**config.mk**
```make
export PLATFORM = sky130hd
export DESIGN_NAME = dmac_global_regs
export DESIGN_NICKNAME = d
export VERILOG_FILES = /design/src/rtl/dmac_regs_pkg.sv /design/src/rtl/dmac_chan_cell.sv /design/src/rtl/dmac_irq_fsm.sv /design/src/rtl/dmac_global_regs.sv
export SDC_FILE = /design/constraint.sdc
export NUM_CORES = 1
export LEC_CHECK = 0
export ABC_AREA = 1
export BUFFER_PORTS_ARGS = -buffer_cell sky130_fd_sc_hd__buf_2
export CAP_MARGIN = 20
export CELL_PAD_IN_SITES_DETAIL_PLACEMENT = 1
export CELL_PAD_IN_SITES_GLOBAL_PLACEMENT = 2
export CORE_ASPECT_RATIO = 0.7
export CORE_MARGIN = 1
export CORE_UTILIZATION = 29
export CTS_CLUSTER_DIAMETER = 150
export CTS_CLUSTER_SIZE = 16
export DETAILED_ROUTE_END_ITERATION = 12
export PLACE_DENSITY = 0.9
export SLEW_MARGIN = 20
export SYNTH_ARGS = -nofsm -noshare
export SYNTH_HDL_FRONTEND = slang
export SYNTH_SLANG_ARGS = --single-unit
```
**constraint.sdc**
```tcl
create_clock -name clk -period 2.3 [get_ports clk]
set_input_delay 0.23 -clock clk [delete_from_list [all_inputs] [get_ports clk]]
set_output_delay 0.23 -clock clk [all_outputs]
set_load 0.05 [all_outputs]
```
**src/rtl/dmac_regs_pkg.sv**
```systemverilog
package dmac_regs_pkg;

    localparam int DATA_W    = 32;
    localparam int BANK_CH   = 8;   // channels held by the low words
    localparam int NIB       = 4;   // configuration field width per channel
    localparam int ERR_OFS   = 8;   // error bit offset within an event word
    localparam int STATE_OFS = 16;  // first state field within an event word
    localparam int HI_EN_OFS = 16;  // first enable bit of the high group

    localparam logic [7:0] OFS_CFG_LO = 8'h00;
    localparam logic [7:0] OFS_SPARE0 = 8'h04;
    localparam logic [7:0] OFS_IRQ_EN = 8'h08;
    localparam logic [7:0] OFS_CFG_HI = 8'h0C;
    localparam logic [7:0] OFS_EVT_LO = 8'h10;
    localparam logic [7:0] OFS_SPARE1 = 8'h14;
    localparam logic [7:0] OFS_EVT_HI = 8'h18;

    localparam logic [1:0] MODE_KEEP = 2'b11;

    typedef enum logic {
        IRQ_QUIET  = 1'b0,
        IRQ_RAISED = 1'b1
    } irq_state_e;

endpackage

```
**src/rtl/dmac_chan_cell.sv**
```systemverilog
module dmac_chan_cell
    import dmac_regs_pkg::*;
(
    input  logic           clk,
    input  logic           rst_n,
    input  logic           cfg_we,
    input  logic [NIB-1:0] cfg_nib,
    input  logic           en_we,
    input  logic           en_val,
    input  logic           clr_we,
    input  logic           clr_pend,
    input  logic           clr_err,
    input  logic           done_i,
    input  logic           err_i,
    output logic [1:0]     mode_o,
    output logic           dir_o,
    output logic           en_o,
    output logic           pend_o,
    output logic           err_o
);

    logic pend_drop;
    logic err_drop;

    assign pend_drop = clr_we && clr_pend;
    assign err_drop  = clr_we && clr_err;

    always_ff @(posedge clk) begin
        if (!rst_n) begin
            mode_o <= 2'b00;
            dir_o  <= 1'b0;
        end else if (cfg_we) begin
            if (cfg_nib[1:0] != MODE_KEEP) begin
                mode_o <= cfg_nib[1:0];
            end
            dir_o <= cfg_nib[2];
        end
    end

    always_ff @(posedge clk) begin
        if (!rst_n) begin
            en_o <= 1'b0;
        end else if (en_we) begin
            en_o <= en_val;
        end
    end

    // A new event is ORed in after the clear, so it survives a same-cycle clear.
    always_ff @(posedge clk) begin
        if (!rst_n) begin
            pend_o <= 1'b0;
            err_o  <= 1'b0;
        end else begin
            pend_o <= (pend_o && !pend_drop) || done_i || err_i;
            err_o  <= (err_o && !err_drop) || err_i;
        end
    end

endmodule

```
**src/rtl/dmac_irq_fsm.sv**
```systemverilog
module dmac_irq_fsm
    import dmac_regs_pkg::*;
(
    input  logic clk,
    input  logic rst_n,
    input  logic req_i,
    output logic irq_o
);

    irq_state_e state_q;
    irq_state_e state_d;

    always_ff @(posedge clk) begin
        if (!rst_n) begin
            state_q <= IRQ_QUIET;
        end else begin
            state_q <= state_d;
        end
    end

    always_comb begin
        state_d = state_q;
        unique case (state_q)
            IRQ_QUIET:  if (req_i)  state_d = IRQ_RAISED;
            IRQ_RAISED: if (!req_i) state_d = IRQ_QUIET;
            default:    state_d = IRQ_QUIET;
        endcase
    end

    always_comb begin
        irq_o = (state_q == IRQ_RAISED);
    end

endmodule

```
**src/rtl/dmac_global_regs.sv**
```systemverilog
module dmac_global_regs
    import dmac_regs_pkg::*;
#(
    parameter int NUM_CH = 12,
    parameter int ADDR_W = 8
) (
    input  logic                clk,
    input  logic                rst_n,
    input  logic                wr_en,
    input  logic                rd_en,
    input  logic [ADDR_W-1:0]   addr,
    input  logic [DATA_W-1:0]   wdata,
    output logic [DATA_W-1:0]   rdata,
    input  logic [2*NUM_CH-1:0] ch_state,
    input  logic [NUM_CH-1:0]   ch_done,
    input  logic [NUM_CH-1:0]   ch_err,
    output logic [2*NUM_CH-1:0] ch_mode,
    output logic [NUM_CH-1:0]   ch_dir,
    output logic                irq
);

    logic wr_cfg_lo, wr_cfg_hi, wr_irq_en, wr_evt_lo, wr_evt_hi;

    assign wr_cfg_lo = wr_en && (addr == ADDR_W'(OFS_CFG_LO));
    assign wr_cfg_hi = wr_en && (addr == ADDR_W'(OFS_CFG_HI));
    assign wr_irq_en = wr_en && (addr == ADDR_W'(OFS_IRQ_EN));
    assign wr_evt_lo = wr_en && (addr == ADDR_W'(OFS_EVT_LO));
    assign wr_evt_hi = wr_en && (addr == ADDR_W'(OFS_EVT_HI));

    logic [NUM_CH-1:0] en_v;
    logic [NUM_CH-1:0] pend_v;
    logic [NUM_CH-1:0] err_v;

    logic [DATA_W-1:0] cfg_part [NUM_CH];
    logic [DATA_W-1:0] evt_part [NUM_CH];
    logic [DATA_W-1:0] en_part  [NUM_CH];

    for (genvar c = 0; c < NUM_CH; c++) begin : g_ch
        localparam bit IS_HI  = (c >= BANK_CH);
        localparam int K      = IS_HI ? c - BANK_CH : c;
        localparam int EN_POS = IS_HI ? HI_EN_OFS + K : K;

        dmac_chan_cell u_cell (
            .clk      (clk),
            .rst_n    (rst_n),
            .cfg_we   (IS_HI ? wr_cfg_hi : wr_cfg_lo),
            .cfg_nib  (wdata[NIB*K +: NIB]),
            .en_we    (wr_irq_en),
            .en_val   (wdata[EN_POS]),
            .clr_we   (IS_HI ? wr_evt_hi : wr_evt_lo),
            .clr_pend (wdata[K]),
            .clr_err  (wdata[K + ERR_OFS]),
            .done_i   (ch_done[c]),
            .err_i    (ch_err[c]),
            .mode_o   (ch_mode[2*c +: 2]),
            .dir_o    (ch_dir[c]),
            .en_o     (en_v[c]),
            .pend_o   (pend_v[c]),
            .err_o    (err_v[c])
        );

        assign cfg_part[c] = DATA_W'({1'b0, ch_dir[c], ch_mode[2*c +: 2]}) << (NIB*K);
        assign en_part[c]  = DATA_W'(en_v[c]) << EN_POS;
        assign evt_part[c] = (DATA_W'(pend_v[c]) << K)
                           | (DATA_W'(err_v[c]) << (K + ERR_OFS))
                           | (DATA_W'(ch_state[2*c +: 2]) << (STATE_OFS + 2*K));
    end

    logic [DATA_W-1:0] cfg_lo_w, cfg_hi_w, en_w, evt_lo_w, evt_hi_w;

    always_comb begin
        cfg_lo_w = '0;
        cfg_hi_w = '0;
        en_w     = '0;
        evt_lo_w = '0;
        evt_hi_w = '0;
        for (int c = 0; c < NUM_CH; c++) begin
            en_w = en_w | en_part[c];
            if (c < BANK_CH) begin
                cfg_lo_w = cfg_lo_w | cfg_part[c];
                evt_lo_w = evt_lo_w | evt_part[c];
            end else begin
                cfg_hi_w = cfg_hi_w | cfg_part[c];
                evt_hi_w = evt_hi_w | evt_part[c];
            end
        end
    end

    always_ff @(posedge clk) begin
        if (!rst_n) begin
            rdata <= '0;
        end else if (rd_en) begin
            case (addr)
                ADDR_W'(OFS_CFG_LO): rdata <= cfg_lo_w;
                ADDR_W'(OFS_IRQ_EN): rdata <= en_w;
                ADDR_W'(OFS_CFG_HI): rdata <= cfg_hi_w;
                ADDR_W'(OFS_EVT_LO): rdata <= evt_lo_w;
                ADDR_W'(OFS_EVT_HI): rdata <= evt_hi_w;
                default:             rdata <= '0;
            endcase
        end
    end

    dmac_irq_fsm u_irq (
        .clk   (clk),
        .rst_n (rst_n),
        .req_i (|(pend_v & en_v)),
        .irq_o (irq)
    );

    logic unused_wdata;
    assign unused_wdata = ^wdata;

endmodule

```
### Word level (Yosys, flattened, before mapping)

Index checks and enable logic that the tools add are counted.
Widths: inputs -> output; s select.

* input bits: 92
* memories: 0
* bits in writable memories: 0
* word-level logic and storage cells: 259
* latch bits: 0
* bits in read-only memories: 0
* register bits: 105

* $mul: 0
* equality and inequality tests: 12
* reduce and logical (&&, ||, !) cells: 127
* divide/modulo/power cells: 0
* add/sub/neg operators: 0
* bitwise logic cells: 56
* muxes and demuxes: 2
* order comparisons: 0
* shifts and indexed selects: 0

Operators with widths (number)
* $pmux 32 s5: 1
* $or 32x32->32: 4
* $or 32x11->32: 2
* $or 32x15->32: 2
* $or 32x19->32: 2
* $logic_and 1x1->1: 53
* $or 12x24->24: 2
* $or 11x22->22: 2
* $or 10x20->20: 2
* $logic_or 1x1->1: 36
* $or 9x18->18: 2
* $or 16x32->32: 1
* $or 32x17->32: 1
* $or 32x18->32: 1
* $or 32x20->32: 1
* $or 32x23->32: 1
* $or 32x26->32: 1
* $or 32x27->32: 1
* $or 32x28->32: 1
* $or 32x30->32: 1
* $or 32x31->32: 1
* $or 32x4->32: 1
* $or 32x5->32: 1
* $or 32x6->32: 1
* 28 further kinds: 76

### Logic depth before layout (Yosys ltp)

Gate-level depths: netlist of the first run.

* depth in word-level cells: 12
* depth in mapped cells: 10
* mapped depth without buffers: 9

### Modules after synthesis

A second synthesis of the first run with hierarchy kept.

* cells, all modules: 703
* area total of the unflattened synthesis: 4670.7 um^2

By module, submodules not included
* dmac_chan_cell: cells each 31, area each 221.5 um^2, instances 12
* dmac_global_regs: cells each 328, area each 1985.7 um^2, instances 1
* dmac_irq_fsm: cells each 3, area each 27.5 um^2, instances 1

### Least setup slack after synthesis of the first run

OpenSTA, ideal clock, no wires.

* kind: input-to-reg
* start point: input addr[0]
* end point: register g_ch[11].u_cell.err_o
* library setup time: 0.132 ns
* data arrival time: 1.058 ns
* path slack: 1.110 ns
* data required time: 2.168 ns
* stages on the path: 8
* buffers on the path: 1
* cells stage by stage: inv_1 > nand2_2 > nor2_4 > and2_1 > buf_4 > nand2_2 > o21ai_0 > a21oi_1

* cells in the longest elaborated chain, start to end: 6

Ends and longest elaborated chain
* start, declared: RTL line dmac_global_regs.sv:11 `input logic [ADDR_W-1:0] addr,`
* $eq 8x5->1: RTL line dmac_global_regs.sv:28 `assign wr_evt_hi = wr_en && (addr == ADDR_W'(OFS_EVT_HI));`
* $logic_and 1x1->1: RTL line dmac_global_regs.sv:28
* $logic_and 1x1->1: RTL line dmac_chan_cell.sv:26 `assign err_drop = clr_we && clr_err;`
* $logic_not 1->1: RTL line dmac_chan_cell.sv:55 `err_o <= (err_o && !err_drop) || err_i;`
* $logic_and 1x1->1: RTL line dmac_chan_cell.sv:55
* $logic_or 1x1->1: RTL line dmac_chan_cell.sv:55
* end signal, assigned: RTL line dmac_chan_cell.sv:55
* end, declared: RTL line dmac_chan_cell.sv:19 `output logic err_o`

No other way between the ends.
A chain may end at the register's enable or synchronous reset.

### Worst setup path in the final report of the first run

* start point: input addr[5]
* end point: register g_ch[1].u_cell.en_o

* cells in the longest elaborated chain, start to end: 2

Ends and longest elaborated chain
* $eq 8x4->1: RTL line dmac_global_regs.sv:26 `assign wr_irq_en = wr_en && (addr == ADDR_W'(OFS_IRQ_EN));`
* $logic_and 1x1->1: RTL line dmac_global_regs.sv:26
* end signal, assigned: RTL line dmac_chan_cell.sv:44 `en_o <= en_val;`
* end, declared: RTL line dmac_chan_cell.sv:17 `output logic en_o,`

No other way between the ends.

==> results by group, run 1 <==
Run status
  – Run status: completed

Clock tree
  – # hold bufs at CTS: 0
  – Htree depth: 3
  – CTS tree: built
  – Worst-Skew Late Latency: 0.35 ns
  – Post-CTS sizing: 0
  – Clock Tree Buf Depth: 2
  – Clk sinks: 105
  – Total CTS buffers: 9
  – Clock Pin Slew Worst Setup and Hold Paths: 0.07 ns
  – CTS root buf: clkbuf_16
  – Post-CTS Repair Setup Buffers: 0

Power and ir drop
  – Clock share of power: 0.452
  – PD cells: 664 mW/mm^2
  – Worst vdd ir: 0.335 mV
  – Sw Pwr: 0.925 mW
  – Total leakage power: 2.89 nW
  – Sw frac: 0.233
  – Internal: 3.05 mW
  – Seq pwr share: 0.474
  – Gate power share: 0.074

Critical path
  – Worst Setup Start Kind: input port
  – Crit Path Max Fanout: 15
  – Worst EP arrival: 1.81 ns
  – Critical R2R Launch: g_ch[10].u_cell.mode_o[0]
  – WS Path Type: in -> reg
  – Crit path capture type: flop
  – Reg2reg setup slack: 1.10 ns
  – Origin of the worst setup path: addr[5]
  – Critical path data required time: 2.58 ns

Placement
  – Final Wtd Congestion: 0.822
  – HPWL after DPL: 12800 um
  – Pre-CTS setup slack: 0.469 ns
  – Port bufs: 157
  – Placed cell area: 0.00564 mm^2

Floorplan
  – Initial core utilization: 0.301
  – Placeable Area: 0.0157 mm^2
  – Die Height: 109 um
  – Die outline width: 155 um
  – Full die area: 0.0169 mm^2
  – I/O pin count: 161
  – Row count: 38

Min path
  – HP Start: ch_err[7]
  – Hold WC Path Type: in -> reg

Cells and area
  – Final net count: 883
  – Reg area: 0.00210 mm^2
  – Area Growth Syn to Fin: 26.1%
  – Inserted Diodes: 0
  – Layout cells sized above 1: 0.292
  – Final Util: 0.380
  – Cell area after layout: 0.00598 mm^2
  – Filler Cell Count: 2025
  – Area of the multi-input gates: 0.00212 mm^2

Detailed routing
  – Total iterations of the first detailed-routing run: 5
  – Top Metal Used: met4
  – Drt initial violations: 246
  – # DRC: 0
  – WL/cell: 16.8 um
  – Routed wl met2: 7170 um
  – Post-Route WL: 17100 um
  – Met3 Routed Length: 1010 um
  – WL met1: 8840 um
  – DR vias/cell: 4.68
  – Via count: 4748
  – Remaining antenna violation count: 0

Timing
  – Skew final: 0.00853 ns
  – Max-slew headroom: 0.628
  – # setup viols final: 0
  – Fin crit share: 0.665
  – Final WS setup: 0.770 ns
  – Max Fclk: 653 MHz
  – RSZ-0062 raised after global routing: false
  – Minimum clock period: 1.53 ns
  – Least-Margin Pin Slew: 0.553 ns
  – Final setup TNS: 0 ns
  – Final-report hold violation count: 0
  – Slew Limit Fails: 0

Yosys
  – Top_reg_cell synth: dfxtp_1
  – Yosys top cell area share: 0.443
  – EDFF count, synth: 0
  – Post-synthesis sequential area ratio: 0.443
  – FFs w/ async S/R, synth: 0
  – Synthesized cell area: 0.00474 mm^2
  – Syn Nets: 746
  – Syn avg cell area: 7.25 um^2
  – Synth Instances: 654
  – Yosys cell types: 25
  – Warning count from the yosys run: 0
  – Synth area leader: dfxtp_1
  – Yosys reg bits: 105
  – Synth top area cells: dfxtp_1, nand2_1, a21oi_1

Global route
  – First-pass GRT wire length: 26100 um
  – Number of global-route vias before repair: 4766
  – Total track usage: 0.206
  – Grt ovf: 0
  – Initial antenna violation count: 0
  – Largest net degree at the start of global routing: 47

Job
  – Max-cap check violation count: 0
-- cell families (layout without fill, tap and decap cells) --
group	count (synthesis)	after routing	synth area share
AOI/OAI and AO/OA	168	168	0.202
DFF	105	105	0.443
and+or+nand+nor	271	271	0.245
buffers and inverters	110	251	0.110
-- worst max-delay path, stage by stage --
cell and delay (ns):
buf_2 0.10, nor2_1 0.10, nand2_1 0.12, inv_2 0.28
nand2_2 0.11, nor2_1 0.31, buf_4 0.27, o21ai_0 0.12
a21oi_1 0.15
-- layer usage --
| metal | up-vias | track usage |
|---|---|---|
| li1 | 2378 | - |
| met1 | 2227 | 0.301 |
| met2 | 136 | 0.314 |
| met3 | 7 | 0.0390 |
| met4 | 0 | 0.0417 |
| met5 | - | 0 |
-- metrics by stage --
| step | cells | power, mW | hold slack (ns) |
|---|---|---|---|
| floorplan | 654 | 2.06 | 0.347 |
| global route | 1015 | 4.10 | 0.113 |
| detailed placement | 1000 | 2.22 | 0.454 |
| finish | 1015 | 3.97 | 0.120 |
| CTS | 1015 | 4.02 | 0.110 |
| global placement | 1000 | 2.21 | 0.447 |
-- power groups by stage --
stage	logic [mW]	registers, mW	clock network, mW
finish	0.294	1.88	1.80
global route	0.324	1.88	1.89
CTS	0.298	1.88	1.84
detailed placement	0.296	1.92	0
global placement	0.293	1.92	0
floorplan	0.126	1.93	0
-- flip-flops by register name, summed over array words and instances (netlist names) --
signal / cells
g_ch.u_cell.err_o: 12
g_ch.u_cell.en_o: 12
g_ch.u_cell.pend_o: 12
u_irq.irq_o: 1
g_ch.u_cell.mode_o: 24
g_ch.u_cell.dir_o: 12
rdata: 32
-- area by class of cell --
| class | count | share of cell area |
|---|---|---|
| clock inverter | 5 | 0.0174 |
| clock buffer | 10 | 0.0400 |
| inverter | 63 | 0.0395 |
| sequential | 105 | 0.352 |
| tap | 220 | 0.0460 |
| timing repair buffer | 173 | 0.151 |
| multi-input combinational | 439 | 0.354 |
-- Yosys cell counts (7+ instances only) --
master and count:
o21ai_1 17, a21oi_1 83, nand2_2 16, inv_1 56
o21ai_0 47, dfxtp_1 105, inv_2 7, nand2_1 163
nor2_2 7, buf_4 20, clkbuf_1 13, a211oi_2 8
o211a_1 8, buf_2 10, nor2_1 39, nand3_1 40
-- layout by cell type (no fill, tap or decap), drive strengths merged --
master / Yosys / layout
a211oi: 8 / 8
o211a: 8 / 8
inv: 63 / 63
clkinv: 0 / 2
nand2: 179 / 179
dfxtp: 105 / 105
a21oi: 85 / 85
nand4: 1 / 1
a221oi: 1 / 1
buf: 34 / 173
o22ai: 1 / 1
nor2: 50 / 50
clkbuf: 13 / 10
o2111ai: 1 / 1
and2: 1 / 1
o21ai: 64 / 64
bufinv: 0 / 3
nand3: 40 / 40
-- path summary, 6_finish.rpt --
| path | end | depth (start not counted) |
|---|---|---|
| hold reg to reg | g_ch[11].u_cell.mode_o[1] | 2 |
| setup reg to reg | rdata[8] | 4 |
| setup / recovery | g_ch[1].u_cell.en_o | 9 |
| hold / removal | g_ch[7].u_cell.err_o | 3 |
No activity file was read; power rests on OpenSTA's default activity.
==> run 2, diff against run 1 <==
--- a/config.mk
+++ b/config.mk
@@ -5,18 +5,18 @@
 export SDC_FILE = /design/constraint.sdc
 export NUM_CORES = 1
 export LEC_CHECK = 0
-export ABC_AREA = 1
+export ABC_AREA = 0
 export BUFFER_PORTS_ARGS = -buffer_cell sky130_fd_sc_hd__buf_2
 export CAP_MARGIN = 20
 export CELL_PAD_IN_SITES_DETAIL_PLACEMENT = 1
 export CELL_PAD_IN_SITES_GLOBAL_PLACEMENT = 2
 export CORE_ASPECT_RATIO = 0.7
 export CORE_MARGIN = 1
-export CORE_UTILIZATION = 29
+export CORE_UTILIZATION = 26
 export CTS_CLUSTER_DIAMETER = 150
 export CTS_CLUSTER_SIZE = 16
 export DETAILED_ROUTE_END_ITERATION = 12
-export PLACE_DENSITY = 0.9
+export PLACE_DENSITY = 0.8
 export SLEW_MARGIN = 20
 export SYNTH_ARGS = -nofsm -noshare
 export SYNTH_HDL_FRONTEND = slang
==> constraint.sdc (replaced) <==
create_clock -name clk -period 1.3 [get_ports clk]
set_input_delay 0.13 -clock clk [delete_from_list [all_inputs] [get_ports clk]]
set_output_delay 0.13 -clock clk [all_outputs]
set_load 0.05 [all_outputs]
==> run 2 against run 1 <==
Critical path depth fell by 1; combinational power rose by 110%; via count decreased by 2.3%; sequential power increased by 77%; non-clock buffer count is 50 higher; routed wire length increased by 8.2%; final cell count fell by 11%; total power up 80%; critical path type unchanged.
==> results by group, run 2 <==
Critical path
  – Origin of the worst setup path: addr[2] (was addr[5])
  – Critical path data required time: 1.58 ns (was 2.58 ns)
  – RR Endpoint: rdata[0] (was rdata[8])
  – WS Path Type: in -> reg (unchanged)
  – Worst EP arrival: 1.56 ns (was 1.81 ns)
  – Worst setup endpoint: rdata[31] (was g_ch[1].u_cell.en_o)
  – Crit Path Max Fanout: 7 (was 15)
  – Worst Setup Start Kind: input port (unchanged)
  – Crit path capture type: flop (unchanged)
  – Reg2reg setup slack: 0.19 ns (was 1.10 ns)
  – Critical R2R Launch: g_ch[0].u_cell.en_o (was g_ch[10].u_cell.mode_o[0])
  – R2R depth: 4 (unchanged)

Cells and area
  – Commonest non-fill, non-tap cell in the layout: buf_2 (was nand2_1)
  – Filler Cell Count: 2042 (was 2025)
  – Commonest non-fill, non-tap cells in the layout: buf_2, dfxtp_1, nand2_1, buf_4 (was nand2_1, buf_2, dfxtp_1, a21oi_1, inv_1)
  – Largest register by flop count: rdata (unchanged)
  – Final std cells w/o fill: 908 (was 1015)
  – Final Util: 0.379 (was 0.380)
  – Area Growth Syn to Fin: 41.1% (was 26.1%)
  – Layout cells sized above 1: 0.412 (was 0.292)
  – Regs by FF count: rdata x32, g_ch.u_cell.mode_o x24 (unchanged)
  – Largest register FFs: 32 (unchanged)
  – Inserted Diodes: 0 (unchanged)
  – Final net count: 765 (was 883)
  – Cell area after layout: 0.00656 mm^2 (was 0.00598 mm^2)

Timing
  – Least-Margin Pin Slew: 0.368 ns (was 0.553 ns)
  – Final-report hold violation count: 0 (unchanged)
  – Hold Slack: 0.00883 ns (was 0.120 ns)
  – Max Fclk: 783 MHz
  – Final WS setup: 0.0229 ns (was 0.770 ns)
  – RSZ-0062 raised after global routing: true (was false)
  – Max-slew headroom: 0.754 (was 0.628)
  – Skew final: 0.00793 ns (was 0.00853 ns)
  – Minimum clock period: 1.28 ns
  – Slew Limit Fails: 0 (unchanged)
  – Fin crit share: 0.982
  – # setup viols final: 0 (unchanged)
  – Final setup TNS: 0 ns (unchanged)

Clock tree
  – Clock Tree Buf Depth: 2 (unchanged)
  – Clk sinks: 105 (unchanged)
  – Total CTS buffers: 9 (unchanged)
  – Clock Pin Slew Worst Setup and Hold Paths: 0.07 ns (about the same)
  – Htree depth: 3 (unchanged)
  – Worst-Skew Late Latency: 0.35 ns (about the same)
  – CTS root buf: clkbuf_16 (unchanged)
  – CTS tree: built (unchanged)

Placement
  – Placed cells: 885 (was 1000)
  – Placed cell area: 0.00607 mm^2 (was 0.00564 mm^2)
  – Final Wtd Congestion: 0.823 (was 0.822)
  – HPWL after DPL: 14000 um (was 12800 um)
  – Pre-CTS setup slack: -0.459 ns (was 0.469 ns)
  – Port bufs: 157 (unchanged)

Detailed routing
  – Total iterations of the first detailed-routing run: 4 (was 5)
  – Via count: 4641 (was 4748)
  – # DRC: 0 (unchanged)
  – Remaining antenna violation count: 0 (unchanged)
  – Post-Route WL: 18500 um (was 17100 um)
  – Drt initial violations: 284 (was 246)
  – DR vias/cell: 5.11 (was 4.68)
  – WL/cell: 20.4 um (was 16.8 um)

Global route
  – Largest net degree at the start of global routing: 32 (was 47)
  – Total track usage: 0.199 (was 0.206)
  – Grt ovf: 0 (unchanged)
  – Initial antenna violation count: 0 (unchanged)
  – Number of global-route vias before repair: 4776 (was 4766)
  – First-pass GRT wire length: 27800 um (was 26100 um)

Power and ir drop
  – PD cells: 1090 mW/mm^2 (was 664 mW/mm^2)
  – Total leakage power: 2.79 nW (was 2.89 nW)
  – Worst vdd ir: 0.491 mV (was 0.335 mV)
  – Total power: 7.13 mW (was 3.97 mW)

Yosys
  – Yosys cell types: 42 (was 25)
  – Syn avg cell area: 9.51 um^2 (was 7.25 um^2)
  – Synth top area cells: dfxtp_1, nand2_1, o221a_2 (was dfxtp_1, nand2_1, a21oi_1)
  – Synth area leader: dfxtp_1 (unchanged)
  – Post-synthesis sequential area ratio: 0.452 (was 0.443)
  – Syn Nets: 581 (was 746)
  – Yosys top cell area share: 0.452 (was 0.443)
  – EDFF count, synth: 0 (unchanged)
  – Top_reg_cell synth: dfxtp_1 (unchanged)
  – Synth Instances: 489 (was 654)
  – Most frequent cell after synthesis: dfxtp_1 (was nand2_1)
  – Synthesized cell area: 0.00465 mm^2 (was 0.00474 mm^2)
  – FFs w/ async S/R, synth: 0 (unchanged)
  – Yosys reg bits: 105 (unchanged)
  – Post-synth top cells: dfxtp_1, nand2_1, nor2_1, a21oi_1, a22o_1 (was nand2_1, dfxtp_1, a21oi_1, inv_1, o21ai_0)
  – Warning count from the yosys run: 0 (unchanged)

Min path
  – Hold Path Depth: 2 (was 3)
  – HP Start: ch_done[10] (was ch_err[7])
  – Hold WC Path Type: in -> reg (unchanged)

Floorplan
  – Full die area: 0.0184 mm^2 (was 0.0169 mm^2)
  – Die Height: 114 um (was 109 um)
  – Initial core utilization: 0.269 (was 0.301)
  – I/O pin count: 161 (unchanged)
  – Placeable Area: 0.0173 mm^2 (was 0.0157 mm^2)
  – Row count: 40 (was 38)
  – Die outline width: 162 um (was 155 um)

Job
  – Max-cap check violation count: 0 (unchanged)

Run status
  – Run status: completed (unchanged)
run 2: cell count changes after synthesis, moves of 21 or more:
cell / change
o221a_2: +21
a21boi_0: +22
nand2_1: -95
nand3_1: -33
a21oi_1: -56
o21ai_0: -41
a22o_1: +23
inv_1: -53
run 2: worst min-delay path by stage:
stage | to
final | g_ch[10].u_cell.pend_o
after global routing | g_ch[2].u_cell.pend_o
after CTS | g_ch[8].u_cell.pend_o
after detailed placement | g_ch[1].u_cell.pend_o
after global placement | g_ch[7].u_cell.pend_o
after floorplan | g_ch[0].u_cell.err_o
run 2: routing by layer:
layer	track usage	part of all wire
met2	0.312	0.45
met4	0.0365	0.0075
met5	0	0
met1	0.283	0.49
met3	0.0415	0.053
run 2: cell type report:
cell class / instances / area [um^2] / area share
clock buffer: 9 / 225 / 0.0343
clock inverter: 6 / 116 / 0.0177
inverter: 3 / 11.3 / 0.00172
multi-input combinational: 331 / 2330 / 0.355
sequential: 105 / 2100 / 0.320
tap: 231 / 289 / 0.0441
timing repair buffer: 223 / 1490 / 0.227
run 2: power by group:
group,switching (mW),internal (mW)
registers,0.0578,3.27
logic,0.339,0.276
clock network,1.30,1.89
run 2: critical path: stages:
cell,delay [ns]
buf_2,0.14
nor4_4,0.37
buf_4,0.18
buf_4,0.14
and2_1,0.17
buf_6,0.17
nand3_1,0.09
a21oi_1,0.18
run 2: logic make-up (layout without fill, tap and decap cells):
kind of cell           Yosys count  in the layout  share of synthesized area
muxes                            9              9                     0.0202
DFF                            105            105                      0.452
AOI/OAI and AO/OA              185            185                      0.304
buffers and inverters           54            241                     0.0775
and+or+nand+nor                136            137                      0.146
run 2: timing repair:
action                                 in CTS  in global routing
hold buffers                                2                  0
setup endpoints to repair                   7                 34
resized for setup                           4                 14
endpoints found under the hold margin       2                  0
setup buffers                               2                  3
gates cloned                                0                  1
pin swaps                                   0                  5
